### config.mk
export PLATFORM = sky130hd
export DESIGN_NAME = nest_irq_ctrl
export DESIGN_NICKNAME = d
export VERILOG_FILES = /design/src/rtl/nic_pkg.sv /design/src/rtl/nic_src_bank.sv /design/src/rtl/nic_arbiter.sv /design/src/rtl/nic_lvl_stack.sv /design/src/rtl/nest_irq_ctrl.sv
export SDC_FILE = /design/constraint.sdc
export NUM_CORES = 1
export LEC_CHECK = 0
export ABC_AREA = 1
export BUFFER_PORTS_ARGS = -buffer_cell sky130_fd_sc_hd__buf_2
export CAP_MARGIN = 20
export CORE_MARGIN = 1.5
export CORE_UTILIZATION = 45
export DETAILED_ROUTE_END_ITERATION = 8
export PLACE_DENSITY = 0.66
export SYNTH_ARGS = -nofsm -noshare
export SYNTH_HDL_FRONTEND = slang
export SYNTH_SLANG_ARGS = --single-unit
### constraint.sdc
create_clock -name clk -period 40.3 [get_ports clk]
set_clock_uncertainty 0.1 [all_clocks]
set_input_delay 0 -clock clk [delete_from_list [all_inputs] [get_ports clk]]
set_output_delay 0 -clock clk [all_outputs]
set_load 0.02 [all_outputs]
### src/rtl/nic_pkg.sv
// Package nic_pkg
// Shared sizes and types for the nested interrupt controller.
// Assumes sources are numbered from 1; number 0 is the spurious code.
package nic_pkg;
    localparam int NIC_NSRC   = 31;
    localparam int NIC_PRIO_W = 3;
    localparam int NIC_IDX_W  = $clog2(NIC_NSRC + 1);
    localparam int NIC_NLVL   = 1 << NIC_PRIO_W;

    typedef logic [NIC_PRIO_W-1:0] nic_prio_t;
    typedef logic [NIC_IDX_W-1:0]  nic_idx_t;
endpackage

### src/rtl/nic_src_bank.sv
// Module nic_src_bank
// Holds the per-source mode (priority, edge/level, enable), samples the
// raw inputs once, latches rising edges for edge-mode sources and outputs
// the enabled pending vector. Assumes clr_idx names a valid source when
// clr_en is high.
module nic_src_bank #(
    parameter int NSRC   = 31,
    parameter int PRIO_W = 3,
    parameter int IDX_W  = 5
) (
    input  logic                        clk,
    input  logic                        rst_n,
    input  logic [NSRC:1]               src_i,
    input  logic                        cfg_we,
    input  logic [IDX_W-1:0]            cfg_sel,
    input  logic [PRIO_W-1:0]           cfg_prio,
    input  logic                        cfg_edge,
    input  logic                        cfg_en,
    input  logic                        clr_en,
    input  logic [IDX_W-1:0]            clr_idx,
    output logic [NSRC:1]               pend_o,
    output logic [NSRC:1][PRIO_W-1:0]   prio_o
);
    logic [NSRC:1] smp_q;
    logic [NSRC:1] smp_d;
    logic [NSRC:1] edge_q;
    logic [NSRC:1] en_q;
    logic [NSRC:1] lvl_mode;
    logic [NSRC:1] rise;

    // Sample the raw inputs and keep one cycle of history for edge detection.
    always_ff @(posedge clk) begin
        if (!rst_n) begin
            smp_q <= '0;
            smp_d <= '0;
        end else begin
            smp_q <= src_i;
            smp_d <= smp_q;
        end
    end

    assign rise = smp_q & ~smp_d;

    for (genvar i = 1; i <= NSRC; i++) begin : g_src
        // Store the mode fields of source i when it is addressed.
        always_ff @(posedge clk) begin
            if (!rst_n) begin
                prio_o[i]   <= '0;
                lvl_mode[i] <= 1'b1;
                en_q[i]     <= 1'b0;
            end else if (cfg_we && (cfg_sel == IDX_W'(i))) begin
                prio_o[i]   <= cfg_prio;
                lvl_mode[i] <= ~cfg_edge;
                en_q[i]     <= cfg_en;
            end
        end

        // Latch a rising edge; a new edge wins over a same-cycle clear.
        always_ff @(posedge clk) begin
            if (!rst_n)
                edge_q[i] <= 1'b0;
            else if (lvl_mode[i])
                edge_q[i] <= 1'b0;
            else if (rise[i])
                edge_q[i] <= 1'b1;
            else if (clr_en && (clr_idx == IDX_W'(i)))
                edge_q[i] <= 1'b0;
        end

        // Merge both detection styles and apply the enable mask.
        assign pend_o[i] = en_q[i] & (lvl_mode[i] ? smp_q[i] : edge_q[i]);
    end


    edge_clear_chk: assert property (@(posedge clk) disable iff (!rst_n)
        (clr_en && clr_idx != '0 && !lvl_mode[clr_idx] && !rise[clr_idx])
        |=> !edge_q[$past(clr_idx)]);


    mask_chk: assert property (@(posedge clk) disable iff (!rst_n)
        ((pend_o & ~en_q) == '0));
endmodule

### src/rtl/nic_arbiter.sv
// Module nic_arbiter
// Combinational selection among pending sources above the nesting
// threshold: greatest priority wins, ties go to the lowest number.
// Returns index 0 and valid low when no source qualifies.
module nic_arbiter #(
    parameter int NSRC   = 31,
    parameter int PRIO_W = 3,
    parameter int IDX_W  = 5
) (
    input  logic [NSRC:1]             req_i,
    input  logic [NSRC:1][PRIO_W-1:0] prio_i,
    input  logic                      thr_en,
    input  logic [PRIO_W-1:0]         thr_prio,
    output logic                      win_valid,
    output logic [IDX_W-1:0]          win_idx,
    output logic [PRIO_W-1:0]         win_prio
);
    // Scan from the highest number down so ">=" lets lower numbers win ties.
    always_comb begin
        win_valid = 1'b0;
        win_idx   = '0;
        win_prio  = '0;
        for (int i = NSRC; i >= 1; i--) begin
            if (req_i[i] && (!thr_en || prio_i[i] > thr_prio) &&
                (!win_valid || prio_i[i] >= win_prio)) begin
                win_valid = 1'b1;
                win_idx   = IDX_W'(i);
                win_prio  = prio_i[i];
            end
        end
    end
endmodule

### src/rtl/nic_lvl_stack.sv
// Module nic_lvl_stack
// Shift-register stack of active priority levels; entry 0 is the top.
// Assumes pushes only carry a priority above the current top, so at most
// one entry per level can be held.
module nic_lvl_stack #(
    parameter int DEPTH  = 8,
    parameter int PRIO_W = 3
) (
    input  logic              clk,
    input  logic              rst_n,
    input  logic              push,
    input  logic              pop,
    input  logic [PRIO_W-1:0] push_prio,
    output logic              empty_o,
    output logic [PRIO_W-1:0] top_prio_o
);
    localparam int CW = $clog2(DEPTH + 1);

    logic [DEPTH-1:0][PRIO_W-1:0] ent_q;
    logic [CW-1:0]                cnt_q;

    // Track occupancy; push has precedence over pop.
    always_ff @(posedge clk) begin
        if (!rst_n)
            cnt_q <= '0;
        else if (push)
            cnt_q <= cnt_q + 1'b1;
        else if (pop && cnt_q != '0)
            cnt_q <= cnt_q - 1'b1;
    end

    for (genvar k = 0; k < DEPTH; k++) begin : g_ent
        // Shift entries down on push, up on pop.
        always_ff @(posedge clk) begin
            if (!rst_n)
                ent_q[k] <= '0;
            else if (push)
                ent_q[k] <= (k == 0) ? push_prio : ent_q[(k == 0) ? 0 : k-1];
            else if (pop && cnt_q != '0)
                ent_q[k] <= (k == DEPTH-1) ? '0 : ent_q[(k == DEPTH-1) ? k : k+1];
        end
    end

    assign empty_o    = (cnt_q == '0);
    assign top_prio_o = ent_q[0];


    no_overflow_chk: assert property (@(posedge clk) disable iff (!rst_n)
        push |-> (cnt_q < CW'(DEPTH)));


    push_order_chk: assert property (@(posedge clk) disable iff (!rst_n)
        (push && cnt_q != '0) |-> (push_prio > ent_q[0]));


    empty_pop_chk: assert property (@(posedge clk) disable iff (!rst_n)
        (pop && !push && cnt_q == '0) |=> (cnt_q == '0));
endmodule

### src/rtl/nest_irq_ctrl.sv
// Module nest_irq_ctrl
// Top of the nested priority interrupt controller. Registers the request
// line from the arbiter, performs acknowledge (push + vector capture) and
// end-of-service (pop). Assumes one strobe per cycle from software; a
// completion write coinciding with an acknowledge is dropped.
module nest_irq_ctrl
    import nic_pkg::*;
#(
    parameter int NSRC   = NIC_NSRC,
    parameter int PRIO_W = NIC_PRIO_W,
    parameter int IDX_W  = $clog2(NSRC + 1),
    parameter int NLVL   = 1 << PRIO_W
) (
    input  logic              clk,
    input  logic              rst_n,
    input  logic [NSRC:1]     src_i,
    input  logic              cfg_we,
    input  logic [IDX_W-1:0]  cfg_sel,
    input  logic [PRIO_W-1:0] cfg_prio,
    input  logic              cfg_edge,
    input  logic              cfg_en,
    input  logic              ack_rd,
    input  logic              eoi_wr,
    output logic [IDX_W-1:0]  vec_o,
    output logic              irq_n
);
    logic [NSRC:1]             pend;
    logic [NSRC:1][PRIO_W-1:0] prio;
    logic                      win_valid;
    logic [IDX_W-1:0]          win_idx;
    logic [PRIO_W-1:0]         win_prio;
    logic                      stk_empty;
    logic [PRIO_W-1:0]         stk_top;
    logic                      take;
    logic                      pop;

    assign take = ack_rd & win_valid;
    assign pop  = eoi_wr & ~ack_rd;

    nic_src_bank #(.NSRC(NSRC), .PRIO_W(PRIO_W), .IDX_W(IDX_W)) bank_i (
        .clk(clk), .rst_n(rst_n), .src_i(src_i),
        .cfg_we(cfg_we), .cfg_sel(cfg_sel), .cfg_prio(cfg_prio),
        .cfg_edge(cfg_edge), .cfg_en(cfg_en),
        .clr_en(take), .clr_idx(win_idx),
        .pend_o(pend), .prio_o(prio)
    );

    nic_arbiter #(.NSRC(NSRC), .PRIO_W(PRIO_W), .IDX_W(IDX_W)) arb_i (
        .req_i(pend), .prio_i(prio),
        .thr_en(~stk_empty), .thr_prio(stk_top),
        .win_valid(win_valid), .win_idx(win_idx), .win_prio(win_prio)
    );

    nic_lvl_stack #(.DEPTH(NLVL), .PRIO_W(PRIO_W)) stk_i (
        .clk(clk), .rst_n(rst_n),
        .push(take), .pop(pop), .push_prio(win_prio),
        .empty_o(stk_empty), .top_prio_o(stk_top)
    );

    // Register the request line and the vector captured on acknowledge.
    always_ff @(posedge clk) begin
        if (!rst_n) begin
            irq_n <= 1'b1;
            vec_o <= '0;
        end else begin
            irq_n <= ~win_valid;
            if (ack_rd)
                vec_o <= win_valid ? win_idx : '0;
        end
    end


    win_eligible_chk: assert property (@(posedge clk) disable iff (!rst_n)
        win_valid |-> pend[win_idx]);


    win_above_chk: assert property (@(posedge clk) disable iff (!rst_n)
        (win_valid && !stk_empty) |-> (win_prio > stk_top));


    spurious_chk: assert property (@(posedge clk) disable iff (!rst_n)
        (ack_rd && !win_valid) |=> (vec_o == '0));
endmodule

==> summary.md, run 1 <==
| Metric | Value |
|---|---|
| Status | complete, no violations |
| Total power | 0.782 mW |
| Peak VDD IR | 36.6 uV |
| Fillers | 3508 |
| Via count | 15938 |
| Ant diodes | 0 |
| Pin count of the biggest net entering global routing | 95 |
| Fin crit share | 88.6% |
| Worst r2r src | stk_i.top_prio_o[0]$_SDFFE_PN0P_ |
| CTS sink count | 282 |
| Setup violations, final | 0 |
| Critical Path AT | 36.00 ns |
| Core footprint | 0.0367 mm2 |
| Nets | 2697 |
| Fraction of layout cells with a size suffix above 1 | 11.4% |
| Cells after DPL | 2869 |
| Total CTS buffers | 35 |
| Clock transition at path regs | 0.06 ns |
| Stages on worst setup path | 285 |
| Vias in the first global route | 15211 |
| Slew HR | 30.5% |
| Crit path max fanout | 17 |
| Yosys cell types | 47 |
| Place WS | 5.04 ns |
| Die H | 196 um |
| Worst Path Required | 40.59 ns |
| Hold Vio Cnt, Final | 0 |
| Layout Area Growth over Synthesis | 13.9% |
| WHS | 0.0144 ns |
| Congestion Overflow GR | 0 |
| Post-synthesis sequential area ratio | 33.6% |
| Min-Delay Path Depth | 5 |
| Antenna violations before repair | 0 |
| Wirelength, routed | 47.8 mm |
| Mapped cell area | 0.0168 mm2 |
| Max-cap check violation count | 0 |
| R2R setup slack | 4.59 ns |
| TNS Setup | 0 ns |
| First-pass GRT wire length | 78.0 mm |
| FP Rows | 70 |
| Crit Reg-Reg Endpoint | bank_i.edge_q[24]$_SDFFE_PP0P_ |
| Pre-antenna DRT Iters | 5 |
| Clock Latency Late Sink | 0.52 ns |
| Clk root buf | clkbuf_16 |
| Max Root-Sink Buffers | 3 |
| Post-synthesis register bit count | 282 |
| Final core occ | 52.1% |
| DIE WIDTH | 196 um |
| Initial Util | 45.7% |
| Crit path launch type | flop |
| RSZ-0062 raised after global routing | false |
| Hold Path Class | in2reg |
| Dpl hpwl | 33.1 mm |
| Biggest cell delay along the critical path | 0.98 ns |
| Max-slew violations | 0 |
| Most common cell on crit path | nand2_2 |
| R2R depth | 285 |
| Crit end category | flop |
| Critical path class | reg2reg |
| GRT Resource Usage Total | 25.1% |
| Port Buf Inserts | 51 |
| H-tree levels | 2 |
| Fmax | 28.0 MHz |
| Synth warn | 0 |
| Slowest-stage cell, CP | dfxtp_1 |
| GPL Wtd Cong | 0.926 |
| I/O pin count | 52 |
| Post-route setup slack | 4.59 ns |
| Worst-Margin Slew | 1.04 ns |
| Via-to-Cell Ratio | 5.35 |
| Die area | 0.0385 mm2 |
| Leakage | 8.88 nW |
| Finished Layout Cells | 2977 |
| Design area | 0.0191 mm2 |
| Post-route ant nets | 0 |
| Worst setup path start | stk_i.top_prio_o[0]$_SDFFE_PN0P_ |
| CTS tree | built |
| PostCTS Resize Cnt | 0 |
| Placed cell area | 0.0175 mm2 |
| Mean Syn Cell Area | 6.99 um2 |
| Post-layout min period | 35.71 ns |
| Initial DRC count | 986 |
| Critical Path End | bank_i.edge_q[24]$_SDFFE_PP0P_ |
| Buf/Inv on CP | 46 |
| Post-CTS setup buffer count | 0 |
| WL/cell | 16.1 um |
| Pwr Density | 40.9 mW/mm2 |
| Post-Synthesis Cells | 2400 |
| Crit path max-delay family | simple AND/OR/NAND/NOR gates |
| Mapped Nets | 2611 |
| DRC | 0 |
[final cells by class]
| class | instances | area, um2 | area share [%] |
|---|---|---|---|
| Multi-Input combinational cell | 1715 | 9620 | 50.3 |
| Clock buffer | 45 | 1010 | 5.26 |
| Inverter | 345 | 1300 | 6.80 |
| Tap cell | 468 | 586 | 3.06 |
| Timing Repair Buffer | 107 | 797 | 4.17 |
| Clock inverter | 15 | 160 | 0.838 |
| Sequential cell | 282 | 5650 | 29.5 |
[flip-flops by register name (all words and copies together) (netlist names)]
name	count
stk_i.cnt_q	4
bank_i.edge_q	31
irq_n	1
bank_i.smp_q	31
bank_i.en_q	31
stk_i.top_prio_o	3
vec_o	5
bank_i.prio_o	93
stk_i.ent_q	21
bank_i.lvl_mode	31
bank_i.smp_d	31
[repair_timing]
action,4_1_cts,5_1_grt
endpoints found under the setup margin,0,0
endpoints found under the hold margin,74,0
hold buffers,47,0
[worst register-to-register path: cells and delay by family (launching register included)]
family	cells	cell delay (ns)
buffers and inverters	46	3.11
adder cells (fa/ha/maj)	31	9.06
AND/OR/NAND/NOR	141	12.43
AO/OA/AOI/OAI	67	9.87
flip-flops	1	0.98
[synthesized netlist by cell type (all sizes together)]
cell,count,area [um2]
nand2,523,2310
inv,343,1290
o21ai,320,1600
dfxtp,282,5650
nor2,255,990
a21oi,210,1060
ha,164,2050
nand3,118,741
clkbuf,49,184
nor3,28,173
a31oi,21,131
nand4,18,119
or2,14,87.6
buf,9,40.0
a211oi,7,52.6
and2,7,43.8
nand3b,5,50.1
o211ai,5,37.5
nor4,4,25.0
o2111ai,3,26.3
o21bai,3,22.5
o31ai,3,22.5
clkinv,2,7.51
a21boi,1,11.3
a22oi,1,7.51
and3,1,6.26
fa,1,20.0
o21a,1,7.51
o311ai,1,8.76
xnor2,1,8.76
[report_power, final]
group          leakage (nW)  switching [mW]  internal, mW
combinational          6.01           0.110        0.0595
sequential             2.29         0.00713         0.286
clock                 0.582           0.124         0.195
total                  8.88           0.241         0.541
[layout by cell type, fill, tap and decap left out, drive strengths merged, types with 46 or more instances in the layout]
cell | netlist | layout
a21oi | 210 | 210
dlygate4sd3 | 0 | 47
nand3 | 118 | 118
buf | 9 | 59
ha | 164 | 164
clkbuf | 49 | 46
nor2 | 255 | 255
dfxtp | 282 | 282
inv | 343 | 345
o21ai | 320 | 320
nand2 | 523 | 523
[per-layer routing]
layer | GRT usage (%) | vias up | part of all wire, %
met5 | 0 | - | 0
met4 | 9.09 | 0 | 3.2
met3 | 3.08 | 107 | 4.5
met2 | 42.9 | 377 | 46
met1 | 32.5 | 7418 | 46
li1 | - | 8036 | -
[worst min-delay path by stage]
stage	start	end
global route	cfg_sel[3]	bank_i.lvl_mode[20]$_SDFFE_PN1P_
CTS	cfg_sel[3]	bank_i.lvl_mode[20]$_SDFFE_PN1P_
global placement	src_i[1]	bank_i.smp_q[1]$_SDFF_PN0_
floorplan	src_i[10]	bank_i.smp_q[10]$_SDFF_PN0_
detailed placement	src_i[5]	bank_i.smp_q[5]$_SDFF_PN0_
finish	cfg_sel[3]	bank_i.lvl_mode[20]$_SDFFE_PN1P_
[cell families after synthesis]
| logic type | count (synthesis) | synth area share (%) |
|---|---|---|
| and+or+nand+nor | 973 | 27.1 |
| AOI/OAI and AO/OA | 576 | 17.8 |
| buffers and inverters | 403 | 9.08 |
| DFF | 282 | 33.6 |
| adders and majority gates | 165 | 12.3 |
| xor gates and xnor gates | 1 | 0.0522 |
Note: power is estimated with default switching activity, not from simulation.
==> run 2: changes to the inputs <==
Settings changed: CORE_UTILIZATION 45 to 47, PLACE_DENSITY 0.66 to 0.68.
==> run 2 against run 1 <==
Utilization up 1.6 points. Count of clock-buffer cells in the layout down 2. Cell count down 0.30%. Sequential share of layout area up 0.16 points. Largest cell class unchanged. Highest routed layer unchanged.
==> summary.md, run 2 (synthesis results as in run 1) <==
| Metric | Value |
|---|---|
| Biggest cell delay along the critical path | 0.35 ns (was 0.98 ns) |
| Commonest non-fill, non-tap cell in the layout | nand2_1 (unchanged) |
| Total power | 0.757 mW (was 0.782 mW) |
| Via-to-Cell Ratio | 5.36 (was 5.35) |
| Crit path launch type | flop (unchanged) |
| Most common cell on crit path | nand2_2 (unchanged) |
| Crit end category | flop (unchanged) |
| Via count | 15907 (was 15938) |
| Largest Register | bank_i.prio_o (unchanged) |
| Switching share of total power | 31.5% (was 30.8%) |
| Vias in the first global route | 14726 (was 15211) |
| Post-CTS setup buffer count | 0 (unchanged) |
| RSZ-0062 raised after global routing | false (unchanged) |
| Clock share of power | 38.5% (was 40.8%) |
| Gate power share | 23.0% (was 21.7%) |
| Wirelength, routed | 47.7 mm (was 47.8 mm) |
| Nets | 2697 (unchanged) |
| Peak VDD IR | 38.0 uV (was 36.6 uV) |
| Commonest cells after routing, fill and taps aside | nand2_1, inv_1, o21ai_0, dfxtp_1, nor2_1 (unchanged) |
| Core footprint | 0.0354 mm2 (was 0.0367 mm2) |
| I/O pin count | 52 (unchanged) |
| Fmax | 28.4 MHz (was 28.0 MHz) |
| TNS Setup | 0 ns (unchanged) |
| Clock Latency Late Sink | 0.58 ns (was 0.52 ns) |
| Die area | 0.0369 mm2 (was 0.0385 mm2) |
| Setup violations, final | 0 (unchanged) |
| Critical Path AT | 35.60 ns (was 36.00 ns) |
| Internal | 0.519 mW (was 0.541 mW) |
| Fraction of layout cells with a size suffix above 1 | 11.2% (was 11.4%) |
| Layout Area Growth over Synthesis | 13.3% (was 13.9%) |
| Crit path max fanout | 11 (was 17) |
| WL/cell | 16.1 um (about the same) |
| Max-slew violations | 0 (unchanged) |
| GRT Resource Usage Total | 26.1% (was 25.1%) |
| Storage cell area | 0.00565 mm2 (unchanged) |
| DRC | 0 (unchanged) |
| Initial DRC count | 1214 (was 986) |
| Ant diodes | 0 (unchanged) |
| Slew HR | 33.5% (was 30.5%) |
| Pin count of the biggest net entering global routing | 103 (was 95) |
| Die H | 192 um (was 196 um) |
| Worst-Margin Slew | 0.997 ns (was 1.04 ns) |
| Fin crit share | 87.5% (was 88.6%) |
| Total CTS buffers | 31 (was 35) |
| Worst r2r src | stk_i.top_prio_o[1]$_SDFFE_PN0P_ (was stk_i.top_prio_o[0]$_SDFFE_PN0P_) |
| Dpl hpwl | 32.8 mm (was 33.1 mm) |
| Post-route ant nets | 0 (unchanged) |
| H-tree levels | 1 (was 2) |
| Pwr Density | 39.8 mW/mm2 (was 40.9 mW/mm2) |
| Slowest-stage cell, CP | dfxtp_1 (unchanged) |
| Post-layout min period | 35.24 ns (was 35.71 ns) |
| CTS sink count | 282 (unchanged) |
| Hold Path Class | in2reg (unchanged) |
| Fillers | 3413 (was 3508) |
| Hold path start | src_i[3] (was cfg_sel[3]) |
| DIE WIDTH | 192 um (was 196 um) |
| Port Buf Inserts | 51 (unchanged) |
| GPL Wtd Cong | 0.957 (was 0.926) |
| Pre-antenna DRT Iters | 7 (was 5) |
| Initial Util | 47.4% (was 45.7%) |
| Worst setup path start | stk_i.top_prio_o[1]$_SDFFE_PN0P_ (was stk_i.top_prio_o[0]$_SDFFE_PN0P_) |
| Hold Vio Cnt, Final | 0 (unchanged) |
| Antenna violations before repair | 0 (unchanged) |
| FP Rows | 69 (was 70) |
| Clock transition at path regs | 0.06 ns (about the same) |
| NetSw | 0.238 mW (was 0.241 mW) |
| Max-cap check violation count | 0 (unchanged) |
| Max Root-Sink Buffers | 3 (unchanged) |
| Max reg flops | 93 (unchanged) |
| Multi-input logic area | 0.00962 mm2 (unchanged) |
| First-pass GRT wire length | 76.5 mm (was 78.0 mm) |
| Sequential Power Share | 38.5% (was 37.5%) |
| Clk root buf | clkbuf_16 (unchanged) |
| Critical path class | reg2reg (unchanged) |
| Status | complete, no violations (unchanged) |
| Congestion Overflow GR | 0 (unchanged) |
| Worst Path Required | 40.66 ns (was 40.59 ns) |
| Leakage | 8.83 nW (was 8.88 nW) |
| CTS tree | built (unchanged) |
run 2: changes by cell type in the layout (fill, tap and decap cells not counted):
cell	before	now
clkbuf_1	3	5
clkbuf_2	1	0
clkbuf_8	5	7
clkinv_2	9	4
inv_6	1	2
buf_4	8	9
clkbuf_4	0	1
dlygate4sd3_1	47	50
clkbuf_16	37	31
run 2: worst max-delay path: cells and delay by family (launching register included):
kind / cells / cell delay, ns
simple gates: 142 / 12.48
flops: 1 / 0.35
fa+ha+maj: 31 / 9.03
buf+inv: 45 / 2.95
compound gates: 68 / 10.14
run 2: metrics by stage:
stage               std cells  utilization, %  cell area (um2)  hold WS (ns)  worst slack, ns
finish                   2968            53.7            19000        0.0470             5.06
global route             2968            53.7            19000        0.0443             1.08
floorplan                2400               -            16800      -0.00237             9.55
global placement         2863            49.3            17500        0.0818             7.08
CTS                      2967            53.7            19000        0.0106             5.53
detailed placement       2863            49.3            17500        0.0857             5.68
run 2: final timing paths:
kind                                    to  slack, ns  cells past startpoint
max          bank_i.edge_q[8]$_SDFFE_PP0P_       5.06                    286
min             bank_i.smp_q[3]$_SDFF_PN0_       0.05                      4
max reg2reg  bank_i.edge_q[8]$_SDFFE_PP0P_       5.06                    286
min reg2reg     bank_i.smp_d[7]$_SDFF_PN0_       0.32                      2
run 2: area by class of cell:
type,instances,area share (%)
clock buffers,43,4.69
well taps,461,3.03
multi-input cells,1715,50.6
inverters,345,6.84
clock inverters,11,0.757
flip-flops and latches,282,29.7
repair buffers,111,4.40
run 2: per-layer routing:
| metal | track usage (%) | wire length [um] | vias up |
|---|---|---|---|
| li1 | - | - | 8037 |
| met1 | 35.3 | 21800 | 7300 |
| met2 | 42.2 | 21600 | 446 |
| met3 | 2.89 | 2470 | 124 |
| met4 | 10.6 | 1800 | 0 |
| met5 | 0 | 0 | - |
run 2: what timing repair did:
action / 4_1_cts / 5_1_grt
resized for setup: 0 / 0
hold endpoints to repair: 101 / 0
hold buffers: 50 / 0
run 2: power by group through the flow:
stage | clock, mW | sequential [mW] | combinational, mW
final | 0.292 | 0.291 | 0.174
after global routing | 0.306 | 0.292 | 0.197
after CTS | 0.295 | 0.291 | 0.173
after detailed placement | 0 | 0.298 | 0.168
after global placement | 0 | 0.297 | 0.161
after floorplan | 0 | 0.298 | 0.120
==> run 3: changes to the inputs <==
Settings changed: GPL_ROUTABILITY_DRIVEN from default to 0.
Clock period 40.3 ns to 34.5 ns, I/O delays scaled along.
==> run 3 against run 2 <==
Register-to-register slack lost 1.9 ns. Critical path depth shrank 1. Power grew 14%. First-iteration DRC count shrank 0.16%. Sequential power grew 17%. Combinational power grew 20%. Clock power grew 7%. Final area grew 2.1%. Worst hold slack lost 0.0072 ns. Critical endpoint is now bank_i.edge_q[25]$_SDFFE_PP0P_.
==> summary.md, run 3 (synthesis results as in run 1) <==
| Metric | Value |
|---|---|
| Place WS | -0.345 ns (was 5.68 ns) |
| Initial DRC count | 1212 (was 1214) |
| Commonest non-fill, non-tap cell in the layout | nand2_1 (unchanged) |
| Clock Latency Late Sink | 0.58 ns (about the same) |
| R2R depth | 285 (was 286) |
| Slowest-stage cell, CP | ha_1 (was dfxtp_1) |
| Port Buf Inserts | 51 (unchanged) |
| Critical path class | reg2reg (unchanged) |
| Post-route setup slack | 3.12 ns (was 5.06 ns) |
| Congestion Overflow GR | 0 (unchanged) |
| Clk root buf | clkbuf_16 (unchanged) |
| R2R setup slack | 3.12 ns (was 5.06 ns) |
| Hold Path Class | in2reg (unchanged) |
| Buf/Inv on CP | 47 (was 45) |
| Max-cap check violation count | 0 (unchanged) |
| Most common cell on crit path | nand2_1 (was nand2_2) |
| Status | complete, no violations (unchanged) |
| Post-layout min period | 31.38 ns (was 35.24 ns) |
| Max Root-Sink Buffers | 3 (unchanged) |
| Worst r2r src | stk_i.top_prio_o[1]$_SDFFE_PN0P_ (unchanged) |
| Cells after DPL | 2860 (was 2863) |
| Wirelength, routed | 48.1 mm (was 47.7 mm) |
| Hold path start | cfg_sel[1] (was src_i[3]) |
| Pre-antenna DRT Iters | 5 (was 7) |
| Crit end category | flop (unchanged) |
| Critical Path AT | 31.75 ns (was 35.60 ns) |
| Fmax | 31.9 MHz (was 28.4 MHz) |
| CTS sink count | 282 (unchanged) |
| Placed cell area | 0.0174 mm2 (was 0.0175 mm2) |
| Slew HR | 29.4% (was 33.5%) |
| First-pass GRT wire length | 76.4 mm (was 76.5 mm) |
| Max-slew violations | 0 (unchanged) |
| Setup violations, final | 0 (unchanged) |
| Nets | 2724 (was 2697) |
| Total CTS buffers | 31 (unchanged) |
| Design area | 0.0194 mm2 (was 0.0190 mm2) |
| Fraction of layout cells with a size suffix above 1 | 13.7% (was 11.2%) |
| DIE WIDTH | 192 um (unchanged) |
| Via count | 16030 (was 15907) |
| Commonest cells after routing, fill and taps aside | nand2_1, inv_1, dfxtp_1, o21ai_0, nor2_1 (was nand2_1, inv_1, o21ai_0, dfxtp_1, nor2_1) |
| WHS | 0.0397 ns (was 0.0470 ns) |
| Worst Path Required | 34.86 ns (was 40.66 ns) |
| GRT Resource Usage Total | 26.0% (was 26.1%) |
| DRC | 0 (unchanged) |
| Min-Delay Path Depth | 7 (was 4) |
| Leakage | 8.97 nW (was 8.83 nW) |
| Largest Register | bank_i.prio_o (unchanged) |
| Layout Area Growth over Synthesis | 15.6% (was 13.3%) |
| Total power | 0.860 mW (was 0.757 mW) |
| Pwr Density | 44.3 mW/mm2 (was 39.8 mW/mm2) |
| Finished Layout Cells | 2990 (was 2968) |
| WL/cell | 16.1 um (about the same) |
| Crit path launch type | flop (unchanged) |
| Dpl hpwl | 32.4 mm (was 32.8 mm) |
| Post-route ant nets | 0 (unchanged) |
| Via-to-Cell Ratio | 5.36 (about the same) |
| Initial Util | 47.4% (unchanged) |
| Ant diodes | 0 (unchanged) |
| FP Rows | 69 (unchanged) |
| Peak VDD IR | 35.8 uV (was 38.0 uV) |
| Vias in the first global route | 14868 (was 14726) |
| Hold Vio Cnt, Final | 0 (unchanged) |
| Crit Reg-Reg Endpoint | bank_i.edge_q[25]$_SDFFE_PP0P_ (was bank_i.edge_q[8]$_SDFFE_PP0P_) |
| Crit path max fanout | 9 (was 11) |
| H-tree levels | 1 (unchanged) |
| Worst-Margin Slew | 1.06 ns (was 0.997 ns) |
| Fin crit share | 91.0% (was 87.5%) |
| I/O pin count | 52 (unchanged) |
| Core footprint | 0.0354 mm2 (unchanged) |
| Antenna violations before repair | 0 (unchanged) |
| Worst Hold End | bank_i.prio_o[56]$_SDFFE_PN0P_ (was bank_i.smp_q[3]$_SDFF_PN0_) |
| Final core occ | 54.8% (was 53.7%) |
| Clock transition at path regs | 0.06 ns (about the same) |
| Die H | 192 um (unchanged) |
| Die area | 0.0369 mm2 (unchanged) |
| Max reg flops | 93 (unchanged) |
| TNS Setup | 0 ns (unchanged) |
| Pin count of the biggest net entering global routing | 113 (was 103) |
| CTS tree | built (unchanged) |
| Biggest cell delay along the critical path | 0.36 ns (was 0.35 ns) |
| Crit path max-delay family | simple AND/OR/NAND/NOR gates (unchanged) |
[run 3: cell types whose count changed in the layout (fill, tap and decap cells not counted), sizes merged]
cell / delta
buf: +23
bufinv: -2
clkbuf: -2
clkinv: +1
dlygate4sd3: +3
inv: -3
nand2: +2
[run 3: area by class of cell]
type / count / area [um2]
clock buffers: 42 / 857
clock inverters: 7 / 63.8
fillers: 3319 / 16000
inverters: 345 / 1310
multi-input cells: 1717 / 9930
flip-flops and latches: 282 / 5650
well taps: 461 / 577
repair buffers: 136 / 1030
[run 3: how the worst max path moves through the flow]
stage	startpoint	endpoint	slack, ns	depth (start not counted)
2_1_floorplan	stk_i.top_prio_o[2]$_SDFFE_PN0P_	bank_i.edge_q[21]$_SDFFE_PP0P_	3.75	291
3_3_place_gp	stk_i.top_prio_o[1]$_SDFFE_PN0P_	bank_i.edge_q[24]$_SDFFE_PP0P_	0.90	288
3_5_place_dp	stk_i.top_prio_o[1]$_SDFFE_PN0P_	bank_i.edge_q[24]$_SDFFE_PP0P_	-0.34	288
4_1_cts	stk_i.top_prio_o[1]$_SDFFE_PN0P_	bank_i.edge_q[22]$_SDFFE_PP0P_	0.15	291
5_1_grt	stk_i.top_prio_o[2]$_SDFFE_PN0P_	bank_i.edge_q[25]$_SDFFE_PP0P_	-0.11	293
6_report	stk_i.top_prio_o[1]$_SDFFE_PN0P_	bank_i.edge_q[25]$_SDFFE_PP0P_	3.12	285
[run 3: repair_timing]
action / in CTS / in global routing
setup buffers: 3 / 22
hold buffers: 53 / 0
gates cloned: 0 / 2
gates resized for setup: 6 / 111
endpoints found under the setup margin: 31 / 39
endpoints found under the hold margin: 157 / 0
pin swaps: 0 / 22
[run 3: per-layer routing]
metal	track usage [%]	part of all wire, %	vias to the layer above
met5	0	0	-
met4	9.66	3.6	0
met3	3.16	5.4	120
met2	43.7	46	434
met1	34.0	45	7394
li1	-	-	8082
[run 3: worst register-to-register path, delay by kind of cell, from the launching register on]
kind | cells | cell delay (ns)
DFF | 1 | 0.35
adders and majority gates | 31 | 8.34
buffers and inverters | 47 | 3.16
AOI/OAI and AO/OA | 58 | 6.64
and+or+nand+nor | 149 | 12.68
[run 3: report_power, final]
group          leakage (nW)  internal, mW  switching, mW
Combinational          6.22        0.0718          0.137
Sequential             2.29         0.334        0.00631
Clock                 0.457         0.178          0.133
Total                  8.97         0.584          0.276
